[src/rtl/i2ct_pkg.sv]
package i2ct_pkg;

    typedef enum logic [2:0] {
        ST_IDLE,
        ST_ADDR,
        ST_ADDR_ACK,
        ST_RX,
        ST_RX_ACK,
        ST_TX_WAIT,
        ST_TX,
        ST_TX_ACK
    } eng_state_e;

endpackage

[src/rtl/i2ct_sync.sv]
module i2ct_sync #(
    parameter int          W       = 2,
    parameter int          STAGES  = 2,
    parameter logic [W-1:0] RST_VAL = '1
) (
    input  logic         clk,
    input  logic         rst_n,
    input  logic [W-1:0] async_in,
    output logic [W-1:0] lvl,
    output logic [W-1:0] rise,
    output logic [W-1:0] fall
);

    logic [W-1:0] stg_q [STAGES];
    logic [W-1:0] prev_q;

    always_ff @(posedge clk or negedge rst_n) begin
        if (!rst_n) begin
            for (int k = 0; k < STAGES; k++) stg_q[k] <= RST_VAL;
            prev_q <= RST_VAL;
        end else begin
            stg_q[0] <= async_in;
            for (int k = 1; k < STAGES; k++) stg_q[k] <= stg_q[k-1];
            prev_q <= stg_q[STAGES-1];
        end
    end

    assign lvl  = stg_q[STAGES-1];
    assign rise = stg_q[STAGES-1] & ~prev_q;
    assign fall = ~stg_q[STAGES-1] & prev_q;

endmodule

[src/rtl/i2ct_bus_events.sv]
module i2ct_bus_events #(
    parameter int STAGES = 2
) (
    input  logic clk,
    input  logic rst_n,
    input  logic scl_in,
    input  logic sda_in,
    output logic scl_lvl,
    output logic sda_lvl,
    output logic scl_rise,
    output logic scl_fall,
    output logic ev_start,
    output logic ev_stop
);

    logic [1:0] lvl_w, rise_w, fall_w;
    logic       scl_prev_q;

    i2ct_sync #(.W(2), .STAGES(STAGES), .RST_VAL(2'b11)) sync_i (
        .clk      (clk),
        .rst_n    (rst_n),
        .async_in ({scl_in, sda_in}),
        .lvl      (lvl_w),
        .rise     (rise_w),
        .fall     (fall_w)
    );

    always_ff @(posedge clk or negedge rst_n) begin
        if (!rst_n) scl_prev_q <= 1'b1;
        else        scl_prev_q <= lvl_w[1];
    end

    assign scl_lvl  = lvl_w[1];
    assign sda_lvl  = lvl_w[0];
    assign scl_rise = rise_w[1];
    assign scl_fall = fall_w[1];
    // a line condition needs SCL high now and one cycle before
    assign ev_start = fall_w[0] & lvl_w[1] & scl_prev_q;
    assign ev_stop  = rise_w[0] & lvl_w[1] & scl_prev_q;

endmodule

[src/rtl/i2c_target_stretch.sv]
module i2c_target_stretch
    import i2ct_pkg::*;
#(
    parameter int ADDR_W      = 7,
    parameter int DATA_W      = 8,
    parameter int SYNC_STAGES = 2
) (
    input  logic              clk,
    input  logic              rst_n,
    input  logic [ADDR_W-1:0] own_addr,
    input  logic              scl_in,
    input  logic              sda_in,
    output logic              scl_drive_low,
    output logic              sda_drive_low,
    input  logic              host_wr,
    input  logic [DATA_W-1:0] host_wdata,
    input  logic              host_rd,
    output logic [DATA_W-1:0] host_rdata,
    input  logic              ovf_clr,
    input  logic              irq_clr,
    input  logic              rel_set,
    output logic              buf_full,
    output logic              ovf_flag,
    output logic              irq_flag,
    output logic              rel_bit,
    output logic              rw_flag
);

    localparam int               CNT_W = $clog2(DATA_W + 1);
    localparam logic [CNT_W-1:0] LAST  = CNT_W'(DATA_W);

    typedef struct packed {
        eng_state_e        st;
        logic [CNT_W-1:0]  cnt;
        logic [DATA_W-1:0] sh;
        logic [DATA_W-1:0] hold;
        logic              full;
        logic              ovf;
        logic              irq;
        logic              rel;
        logic              rw;
        logic              sda;
        logic              mack;
    } eng_t;

    eng_t eng_d, eng_q;

    logic scl_lvl, sda_lvl, scl_rise, scl_fall, ev_start, ev_stop;

    i2ct_bus_events #(.STAGES(SYNC_STAGES)) bus_i (
        .clk      (clk),
        .rst_n    (rst_n),
        .scl_in   (scl_in),
        .sda_in   (sda_in),
        .scl_lvl  (scl_lvl),
        .sda_lvl  (sda_lvl),
        .scl_rise (scl_rise),
        .scl_fall (scl_fall),
        .ev_start (ev_start),
        .ev_stop  (ev_stop)
    );

    always_comb begin
        eng_d = eng_q;
        // host side first; bus events below take precedence
        if (host_rd) eng_d.full = 1'b0;
        if (ovf_clr) eng_d.ovf  = 1'b0;
        if (irq_clr) eng_d.irq  = 1'b0;
        if (rel_set) eng_d.rel  = 1'b1;
        if (host_wr) begin
            eng_d.hold = host_wdata;
            if (eng_q.rw) begin
                eng_d.sh   = host_wdata;
                eng_d.full = 1'b1;
            end
        end

        if (ev_start) begin
            eng_d.st  = ST_ADDR;
            eng_d.cnt = '0;
            eng_d.sda = 1'b0;
        end else if (ev_stop) begin
            eng_d.st  = ST_IDLE;
            eng_d.sda = 1'b0;
        end else begin
            unique case (eng_q.st)
                ST_IDLE: ;
                ST_ADDR, ST_RX: begin
                    if (scl_rise && eng_q.cnt < LAST) begin
                        eng_d.sh  = {eng_q.sh[DATA_W-2:0], sda_lvl};
                        eng_d.cnt = eng_q.cnt + 1'b1;
                    end else if (scl_fall && eng_q.cnt == LAST) begin
                        if (eng_q.st == ST_ADDR) begin
                            if (eng_q.sh[DATA_W-1:1] == own_addr) begin
                                eng_d.sda = 1'b1;
                                eng_d.rw  = eng_q.sh[0];
                                if (eng_q.sh[0]) eng_d.hold = eng_q.sh;
                                eng_d.st  = ST_ADDR_ACK;
                            end else begin
                                eng_d.st = ST_IDLE;
                            end
                        end else begin
                            if (eng_q.full) begin
                                eng_d.ovf = 1'b1;
                            end else begin
                                eng_d.hold = eng_q.sh;
                                eng_d.full = 1'b1;
                            end
                            eng_d.sda = !eng_q.full && !eng_q.ovf;
                            eng_d.st  = ST_RX_ACK;
                        end
                    end
                end
                ST_ADDR_ACK: begin
                    if (scl_fall) begin
                        eng_d.sda = 1'b0;
                        eng_d.irq = 1'b1;
                        if (eng_q.rw) begin
                            eng_d.rel = 1'b0;
                            eng_d.st  = ST_TX_WAIT;
                        end else begin
                            eng_d.cnt = '0;
                            eng_d.st  = ST_RX;
                        end
                    end
                end
                ST_RX_ACK: begin
                    if (scl_fall) begin
                        eng_d.sda = 1'b0;
                        eng_d.irq = 1'b1;
                        eng_d.cnt = '0;
                        eng_d.st  = ST_RX;
                    end
                end
                ST_TX_WAIT: begin
                    // present the first bit in the same cycle SCL is freed
                    if (eng_d.rel) begin
                        eng_d.st  = ST_TX;
                        eng_d.cnt = '0;
                        eng_d.sda = !eng_d.sh[DATA_W-1];
                    end
                end
                ST_TX: begin
                    if (scl_rise && eng_q.cnt < LAST) begin
                        eng_d.cnt = eng_q.cnt + 1'b1;
                    end else if (scl_fall) begin
                        if (eng_q.cnt == LAST) begin
                            eng_d.sda  = 1'b0;
                            eng_d.full = 1'b0;
                            eng_d.st   = ST_TX_ACK;
                        end else if (eng_q.cnt != '0) begin
                            eng_d.sh  = {eng_q.sh[DATA_W-2:0], 1'b0};
                            eng_d.sda = !eng_q.sh[DATA_W-2];
                        end
                    end
                end
                ST_TX_ACK: begin
                    if (scl_rise) eng_d.mack = sda_lvl;
                    if (scl_fall) begin
                        eng_d.irq = 1'b1;
                        if (eng_q.mack) begin
                            eng_d.rw = 1'b0;
                            eng_d.st = ST_IDLE;
                        end else begin
                            eng_d.rel = 1'b0;
                            eng_d.st  = ST_TX_WAIT;
                        end
                    end
                end
                default: eng_d.st = ST_IDLE;
            endcase
        end
    end

    always_ff @(posedge clk or negedge rst_n) begin
        if (!rst_n) begin
            eng_q      <= '0;
            eng_q.st   <= ST_IDLE;
            eng_q.rel  <= 1'b1;
        end else begin
            eng_q <= eng_d;
        end
    end

    assign scl_drive_low = !eng_q.rel;
    assign sda_drive_low = eng_q.sda;
    assign host_rdata    = eng_q.hold;
    assign buf_full      = eng_q.full;
    assign ovf_flag      = eng_q.ovf;
    assign irq_flag      = eng_q.irq;
    assign rel_bit       = eng_q.rel;
    assign rw_flag       = eng_q.rw;

    // overflow survives every cycle without a host clear
    a_r6_ovf_host_only: assert property (@(posedge clk) disable iff (!rst_n)
        (ovf_flag && !ovf_clr) |=> ovf_flag);

    // once stretching, SCL stays held until the release strobe
    a_r8_hold_until_release: assert property (@(posedge clk) disable iff (!rst_n)
        (scl_drive_low && !rel_set) |=> scl_drive_low);

    // transmit data does not move while the sampled SCL is high
    a_r9_tx_stable_high: assert property (@(posedge clk) disable iff (!rst_n)
        (eng_q.st == ST_TX && scl_lvl && !scl_rise) |-> $stable(sda_drive_low));

    // the interrupt flag rises only right after an SCL falling edge
    a_r10_irq_on_fall: assert property (@(posedge clk) disable iff (!rst_n)
        $rose(irq_flag) |-> $past(scl_fall));

    // SDA is pulled only in acknowledge slots or while transmitting
    a_r2_sda_owner: assert property (@(posedge clk) disable iff (!rst_n)
        sda_drive_low |-> (eng_q.st inside {ST_ADDR_ACK, ST_RX_ACK, ST_TX}));

endmodule

[config.mk]
export PLATFORM = sky130hd
export DESIGN_NAME = i2c_target_stretch
export DESIGN_NICKNAME = d
export VERILOG_FILES = /design/src/rtl/i2ct_pkg.sv /design/src/rtl/i2ct_sync.sv /design/src/rtl/i2ct_bus_events.sv /design/src/rtl/i2c_target_stretch.sv
export SDC_FILE = /design/constraint.sdc
export NUM_CORES = 1
export LEC_CHECK = 0
export BUFFER_PORTS_ARGS = -buffer_cell sky130_fd_sc_hd__buf_2
export CAP_MARGIN = 20
export CELL_PAD_IN_SITES_DETAIL_PLACEMENT = 1
export CELL_PAD_IN_SITES_GLOBAL_PLACEMENT = 1
export CORE_ASPECT_RATIO = 1.1
export CORE_MARGIN = 4
export CORE_UTILIZATION = 40
export DETAILED_ROUTE_END_ITERATION = 10
export GPL_TIMING_DRIVEN = 1
export PLACE_DENSITY_LB_ADDON = 0.1
export SETUP_SLACK_MARGIN = 0.4
export SYNTH_ARGS = -nofsm -noshare
export SYNTH_HDL_FRONTEND = slang
export SYNTH_SLANG_ARGS = --single-unit
[constraint.sdc]
create_clock -name clk -period 2.2 [get_ports clk]
set_input_delay 0.33 -clock clk [delete_from_list [all_inputs] [get_ports clk]]
set_output_delay 0.33 -clock clk [all_outputs]
set_load 0.02 [all_outputs]
==> results.md, run 1 <==
- CP Launch Type: flop
- VDD IR-drop max: ~0.00048 V
- TritonCTS clock tree: yes
- Initial antenna violation count: 0
- Util after Layout: 0.568
- CP endpoint kind: flop
- Max H-tree Level: 2
- WL per Instance: 18.5 µm
- Synth Net Count: 261
- TritonCTS Buffers: 5
- Clk_skew: 0.00732 ns
- # diodes: 0
- Synth Instances: ~240
- Worst Path Max Fanout: 5
- Worst Slack Setup Final: slightly below 0.3 ns
- Worst-margin pin slew: 0.814 ns
- PD cells: 1110 nW/µm²
- R2r endpoint: eng_q[26]$_DFFE_PN0P_
- Post-synth EDFFs: 0
- WS Path Type: reg2reg
- GR Overflow Total: 0
- GRT Overall Usage: 0.199
- Top_reg_cell synth: dfrtp_1
- Final period util: 0.869
- R2R depth: 5
- DR vias/cell: 5.45
- DR vias: 2021
- Fin. Hold Viols: 0
- Final wirelength: around 6900 µm
- Number of port buffers: 38
- Clock tree root buffer cell: clkbuf_8
- Status: complete, no violations
- Synthesized area per cell: 9.77 µm²
- Pre-antenna DRT Iters: 4
- Slew headroom: 0.457
- Clk buf depth: 2
- Sequential element share of the synthesized area: 0.396
- # fillers: 632
- Unrepaired setup endpoints after global routing: yes
- Pins over their slew limit: 0
- Slowest cell on crit path: dfstp_2
- Total power: approximately 3.4 mW
- Layout Nets: 321
- Reg2Reg Launch Point: bus_i.scl_prev_q$_DFF_PN1_
- Vias in the first global route: about 2200
- Reg clk slew, reported paths: 0.08 ns
- Syn. warnings: 0
- Cell Area, Synth: about 2300 µm²
- Core Region: 5470 µm²
- FF/Latch Area: between 900 and 1000 µm²
- I/O pin total: 39
- Max-cap viol count: 0
- Rows: 28
- Die ar.: ~7000 µm²
- Yosys reg bits: 36
- Crit path time final: about 1.9 ns
- Worst-skew pair later-pin latency: 0.29 ns
- Hold WC Path Type: in2async
- Max frequency: 0.523 GHz
- Critical path required time: 2.37 ns
- Setup Viol. Count Final: 0
- Die Span Y: 87.5 µm
- TNS Setup: 0 ns
- Largest net degree at the start of global routing: 37
- DRC viols: 0
- Synth async-reset ratio: 1.00
- Synth unique cells: 60
- CTS Hold Bufs: 0
- Die width: 80.2 µm
- Crit-path max cell delay: a little over 0.6 ns
- Iter 0 DRT Violations: 55
- Post-placement setup slack: 0.196 ns
- Area occupied by multi-input gates: roughly 1500 µm²
- CTS sink count: 36
- Hpwl dp: 4600 µm
- Buf+Inv Stages, Crit Path: 0
- Starting Density: 0.420
- GPL Wtd Cong: 0.798
- Reg2Reg Setup Slack: 0.29 ns
- Delay-heaviest family, CP: compound AO/OA/AOI/OAI gates
- Crit path DAT: 2.08 ns
- Post-route ant nets: 0
- Area Overhead vs Synth: 35.2%
- Leakage: 1.35 nW
- Share of layout cells above drive strength 1: 0.497
- First-pass GRT wire length: 10700 µm
- Critical-path cell list: nand2b_4, o311a_4, a211oi_4, o22ai_4, mux2_4
## metal layers
layer  vias up  GRT usage  share of wire
met5         -          0              0
met4         0     0.0507          0.010
met3         9     0.0342          0.019
met2        33      0.355           0.53
met1      1018      0.245           0.44
li1        961          -              -
## worst max path at each step
stage                                          start  cells after the start                 endpoint  slack, ns
after floorplan           bus_i.scl_prev_q$_DFF_PN1_                      6    eng_q[23]$_DFFE_PN0P_       0.39
after global placement         eng_q[27]$_DFFE_PN0P_                      7  host_rdata[3]$_DFF_PN0_       0.20
after detailed placement       eng_q[27]$_DFFE_PN0P_                      7  host_rdata[5]$_DFF_PN0_       0.20
after CTS                 bus_i.scl_prev_q$_DFF_PN1_                      5    eng_q[26]$_DFFE_PN0P_       0.29
after global routing      bus_i.scl_prev_q$_DFF_PN1_                      6    eng_q[26]$_DFFE_PN0P_       0.22
final                     bus_i.scl_prev_q$_DFF_PN1_                      5    eng_q[26]$_DFFE_PN0P_       0.29
## sequential cells by signal, indices dropped and copies added, names as in the netlist, 2 cells and up
| register | flops |
|---|---|
| host_rdata | 8 |
| bus_i.sync_i.lvl | 2 |
| eng_q | 16 |
| bus_i.sync_i.stg_q | 2 |
## Yosys cell counts (all sizes together), types with 2 or more instances
library cell  instances  share of area
nand2b                4          0.011
o21ai                10          0.022
buf                  17          0.046
a21o                  2         0.0065
a21oi                16          0.035
nor3                  5          0.013
o21a                  2         0.0065
a211oi                2          0.011
nor2                 24          0.040
dfstp                 7          0.080
nor3b                 3         0.0098
dfrtp                29           0.32
o2bb2ai               2         0.0076
nand3b                2          0.012
inv                  12          0.020
nand2                12          0.020
nand3                 8          0.017
a21boi                2         0.0065
a2111oi               4          0.023
ha                    2          0.011
and3                  3         0.0082
nor4                  2         0.0082
clkbuf                3         0.0049
o22ai                 3          0.011
xor2                  8          0.031
mux2                 18          0.088
mux2i                11          0.048
## through the flow
step / instance area [µm²] / cells / hold slack [ns]
floorplan: 2350 / 235 / 0.0344
global placement: 2600 / 341 / 0.346
detailed placement: 2600 / 341 / 0.350
CTS: 2880 / 361 / 0.125
global route: 3100 / 371 / 0.119
finish: 3100 / 371 / 0.119
## cells by family (layout without fill, tap and decap cells)
logic type / count (synthesis) / after routing / synth area share
simple gates: 70 / 70 / 0.169
buf+inv: 32 / 93 / 0.0703
fa+ha+maj: 2 / 2 / 0.0109
flops: 36 / 36 / 0.396
compound gates: 58 / 58 / 0.186
xor+xnor: 8 / 8 / 0.0305
mux: 29 / 29 / 0.136
## worst reg2reg max path, delay by kind of cell (launching register included)
| family | cells | cell delay (ns) |
|---|---|---|
| mux | 1 | 0.31 |
| simple gates | 1 | 0.11 |
| flops | 1 | 0.61 |
| compound gates | 3 | 0.78 |
## report_power, final
part / switching (mW) / total (mW) / leakage, nW / internal (mW)
Combinational: 0.997 / 1.88 / 0.883 / 0.883
Sequential: 0.229 / 1.06 / 0.420 / 0.829
Clock: 0.250 / 0.504 / 0.0445 / 0.255
Total: 1.48 / 3.44 / 1.35 / 1.97
## cells in the final DEF (no fill, tap or decap), types with 3 or more instances in the layout
cell / n
a21oi_1: 14
nor3_1: 3
buf_2: 38
nand2_1: 11
dfrtp_1: 26
xor2_1: 6
o21ai_0: 8
buf_4: 31
mux2i_1: 11
clkbuf_8: 6
mux2_2: 9
nand3_1: 8
inv_1: 9
nor2_1: 20
a2111oi_4: 3
inv_2: 3
dfstp_2: 7
mux2_4: 9
dfrtp_2: 3
## what timing repair did
item                       in CTS  in global routing
buffers inserted               12                 10
gates resized for setup        21                 27
pin swaps                      10                 11
setup endpoints to repair      25                 25
## cell type report
cell class,instances,share of cell area
inverters,12,0.0145
multi-input cells,167,0.476
clock buffers,7,0.0278
repair buffers,73,0.155
flip-flops and latches,36,0.294
clock inverters,1,0.00242
well taps,75,0.0302
No activity file was read; power rests on OpenSTA's default activity.
==> run 2: changes to the inputs <==
--- a/config.mk
+++ b/config.mk
@@ -5,14 +5,13 @@
 export SDC_FILE = /design/constraint.sdc
 export NUM_CORES = 1
 export LEC_CHECK = 0
-export BUFFER_PORTS_ARGS = -buffer_cell sky130_fd_sc_hd__buf_2
-export CAP_MARGIN = 20
 export CELL_PAD_IN_SITES_DETAIL_PLACEMENT = 1
 export CELL_PAD_IN_SITES_GLOBAL_PLACEMENT = 1
 export CORE_ASPECT_RATIO = 1.1
 export CORE_MARGIN = 4
 export CORE_UTILIZATION = 40
 export DETAILED_ROUTE_END_ITERATION = 10
+export DONT_BUFFER_PORTS = 1
 export GPL_TIMING_DRIVEN = 1
 export PLACE_DENSITY_LB_ADDON = 0.1
 export SETUP_SLACK_MARGIN = 0.4
==> run 2 against run 1 <==
Clock skew fell by 0.0034 ns; non-clock buffer count fell by 28; critical path depth up 1; sequential share of layout area rose by 0.42 points; cell area down 1.1%; sequential power increased by 7%; cell count down 7.5%; clock power is 1% higher; power is 3.3% higher; flip-flop and latch count unchanged; fmax shrank 1.7%; largest power group unchanged.
==> results.md, run 2 (same netlist as run 1, synthesis figures left out) <==
- Leakage: 1.26 nW
- CTS sink count: 36
- Met2 Track Usage GR: 0.374
- Status: complete, no violations
- Vias in the first global route: ~2100
- # fillers: 600
- Most frequent cells in the layout: buf_4, dfrtp_1, nor2_1, a21oi_1, nand2_1
- Unrepaired setup endpoints after global routing: yes
- Pre-antenna DRT Iters: 4
- VDD IR-drop max: roughly 0.00057 V
- Met1 usage: 0.243
- Iter 0 DRT Violations: 94
- Worst-skew pair later-pin latency: 0.30 ns
- Crit path DAT: 2.13 ns
- Core Region: 5470 µm²
- Commonest non-fill, non-tap cell in the layout: buf_4
- Clock tree root buffer cell: clkbuf_8
- Total power: 3.56 mW
- Worst-margin pin slew: 0.450 ns
- Fin. Hold Viols: 0
- Largest Register: eng_q
- Area Overhead vs Synth: 33.7%
- WS Path Type: reg2reg
- Slew headroom: 0.700
- Reg2Reg Setup Slack: 0.26 ns
- Final period util: 0.884
- # diodes: 0
- CP endpoint kind: flop
- Pins over their slew limit: 0
- Share of layout cells above drive strength 1: 0.470
- DR vias/cell: 5.87
- Max FFs per register: 16
- Met3 usage: 0.0455
- DRC viols: 0
- Hpwl dp: between 4000 and 5000 µm
- TritonCTS clock tree: yes
- Critical-path cell list: buf_6, and4bb_1, o21ai_2, a21oi_2, o22ai_4, mux2_4
- Number of port buffers: 0
- Layout Nets: 293
- Die width: 80.2 µm
- GRT busiest layer: met2
- Hold WC Path Type: in2reg
- I/O pin total: 39
- PD cells: between 1000 and 1500 nW/µm²
- Setup Viol. Count Final: 0
- First-pass GRT wire length: 11200 µm
- Crit-path max cell delay: about 0.59 ns
- Initial antenna violation count: 0
- Worst Path Max Fanout: 4
- Max H-tree Level: 2
- TritonCTS Buffers: 5
- Clk buf depth: 2
- Min Hold Slack: 0.0239 ns
- DR vias: 2013
- CP Launch Type: flop
- TNS Setup: 0 ns
- Starting Density: 0.420
- Util after Layout: 0.562
- GRT Overall Usage: 0.209
- Final wirelength: approximately 7600 µm
- Post-route ant nets: 0
- Die Span Y: 87.5 µm
- Slowest cell on crit path: dfstp_2
- Rows: 28
- Max frequency: 0.514 GHz
- GPL Wtd Cong: 0.823
- GR Overflow Total: 0
- Largest net degree at the start of global routing: 37
- Crit path time final: 1.94 ns
- Clk_skew: 0.00395 ns
- Critical path required time: roughly 2.4 ns
- Reg clk slew, reported paths: 0.07 ns
- Die ar.: 7020 µm²
- Max-cap viol count: 0
- WL per Instance: roughly 22 µm
-- run 2: worst paths after layout --
kind / start / to / cells after the start
min in group asynchronous: rst_n / rw_flag$_DFFE_PN0P_ / 2
worst max register to register: bus_i.scl_prev_q$_DFF_PN1_ / eng_q[23]$_DFFE_PN0P_ / 6
worst min-delay path: scl_in / bus_i.sync_i.stg_q[3]$_DFF_PN1_ / 0
worst min register to register: bus_i.sync_i.stg_q[2]$_DFF_PN1_ / bus_i.sync_i.lvl[0]$_DFF_PN1_ / 0
max in group asynchronous: rst_n / bus_i.sync_i.prev_q[0]$_DFF_PN1_ / 2
worst max-delay path: bus_i.scl_prev_q$_DFF_PN1_ / eng_q[23]$_DFFE_PN0P_ / 6
-- run 2: what timing repair did --
action / CTS / global route
resized for setup: 37 / 21
endpoints found under the hold margin: 36 / 0
pin swaps: 11 / 16
setup buffers: 20 / 10
hold buffers: 2 / 0
endpoints found under the setup margin: 25 / 25
gates cloned: 0 / 0
-- run 2: routing by layer --
metal	up-vias	part of all wire
met2	47	0.54
met4	0	0.033
met1	1038	0.39
li1	906	-
met5	-	0
met3	22	0.036
-- run 2: cell type report --
type / count / area [µm²] / share of cell area
Clock buffer: 7 / 86.3 / 0.0281
Clock inverter: 1 / 7.51 / 0.00245
Inverter: 12 / 45.0 / 0.0147
Multi-Input combinational cell: 167 / 1540 / 0.501
Sequential cell: 36 / 916 / 0.298
Tap cell: 75 / 93.8 / 0.0306
Timing Repair Buffer: 45 / 383 / 0.125
-- run 2: power breakdown --
group          switching [mW]  leakage (nW)  internal [mW]
clock                   0.256        0.0445          0.255
sequential              0.297         0.418          0.832
combinational            1.02         0.799          0.903
-- run 2: critical path: cells and delay by family (launching register included) --
family / cells / cell delay, ns
buffers and inverters: 1 / 0.13
and+or+nand+nor: 1 / 0.19
DFF: 1 / 0.59
muxes: 1 / 0.32
AOI/OAI and AO/OA: 3 / 0.59
-- run 2: through the flow --
stage	cell area [µm²]	std cells	setup WS (ns)
floorplan	2350	235	0.393
global route	3070	343	0.192
detailed placement	2410	303	0.0680
CTS	2880	333	0.299
global placement	2410	303	0.135
finish	3070	343	0.256
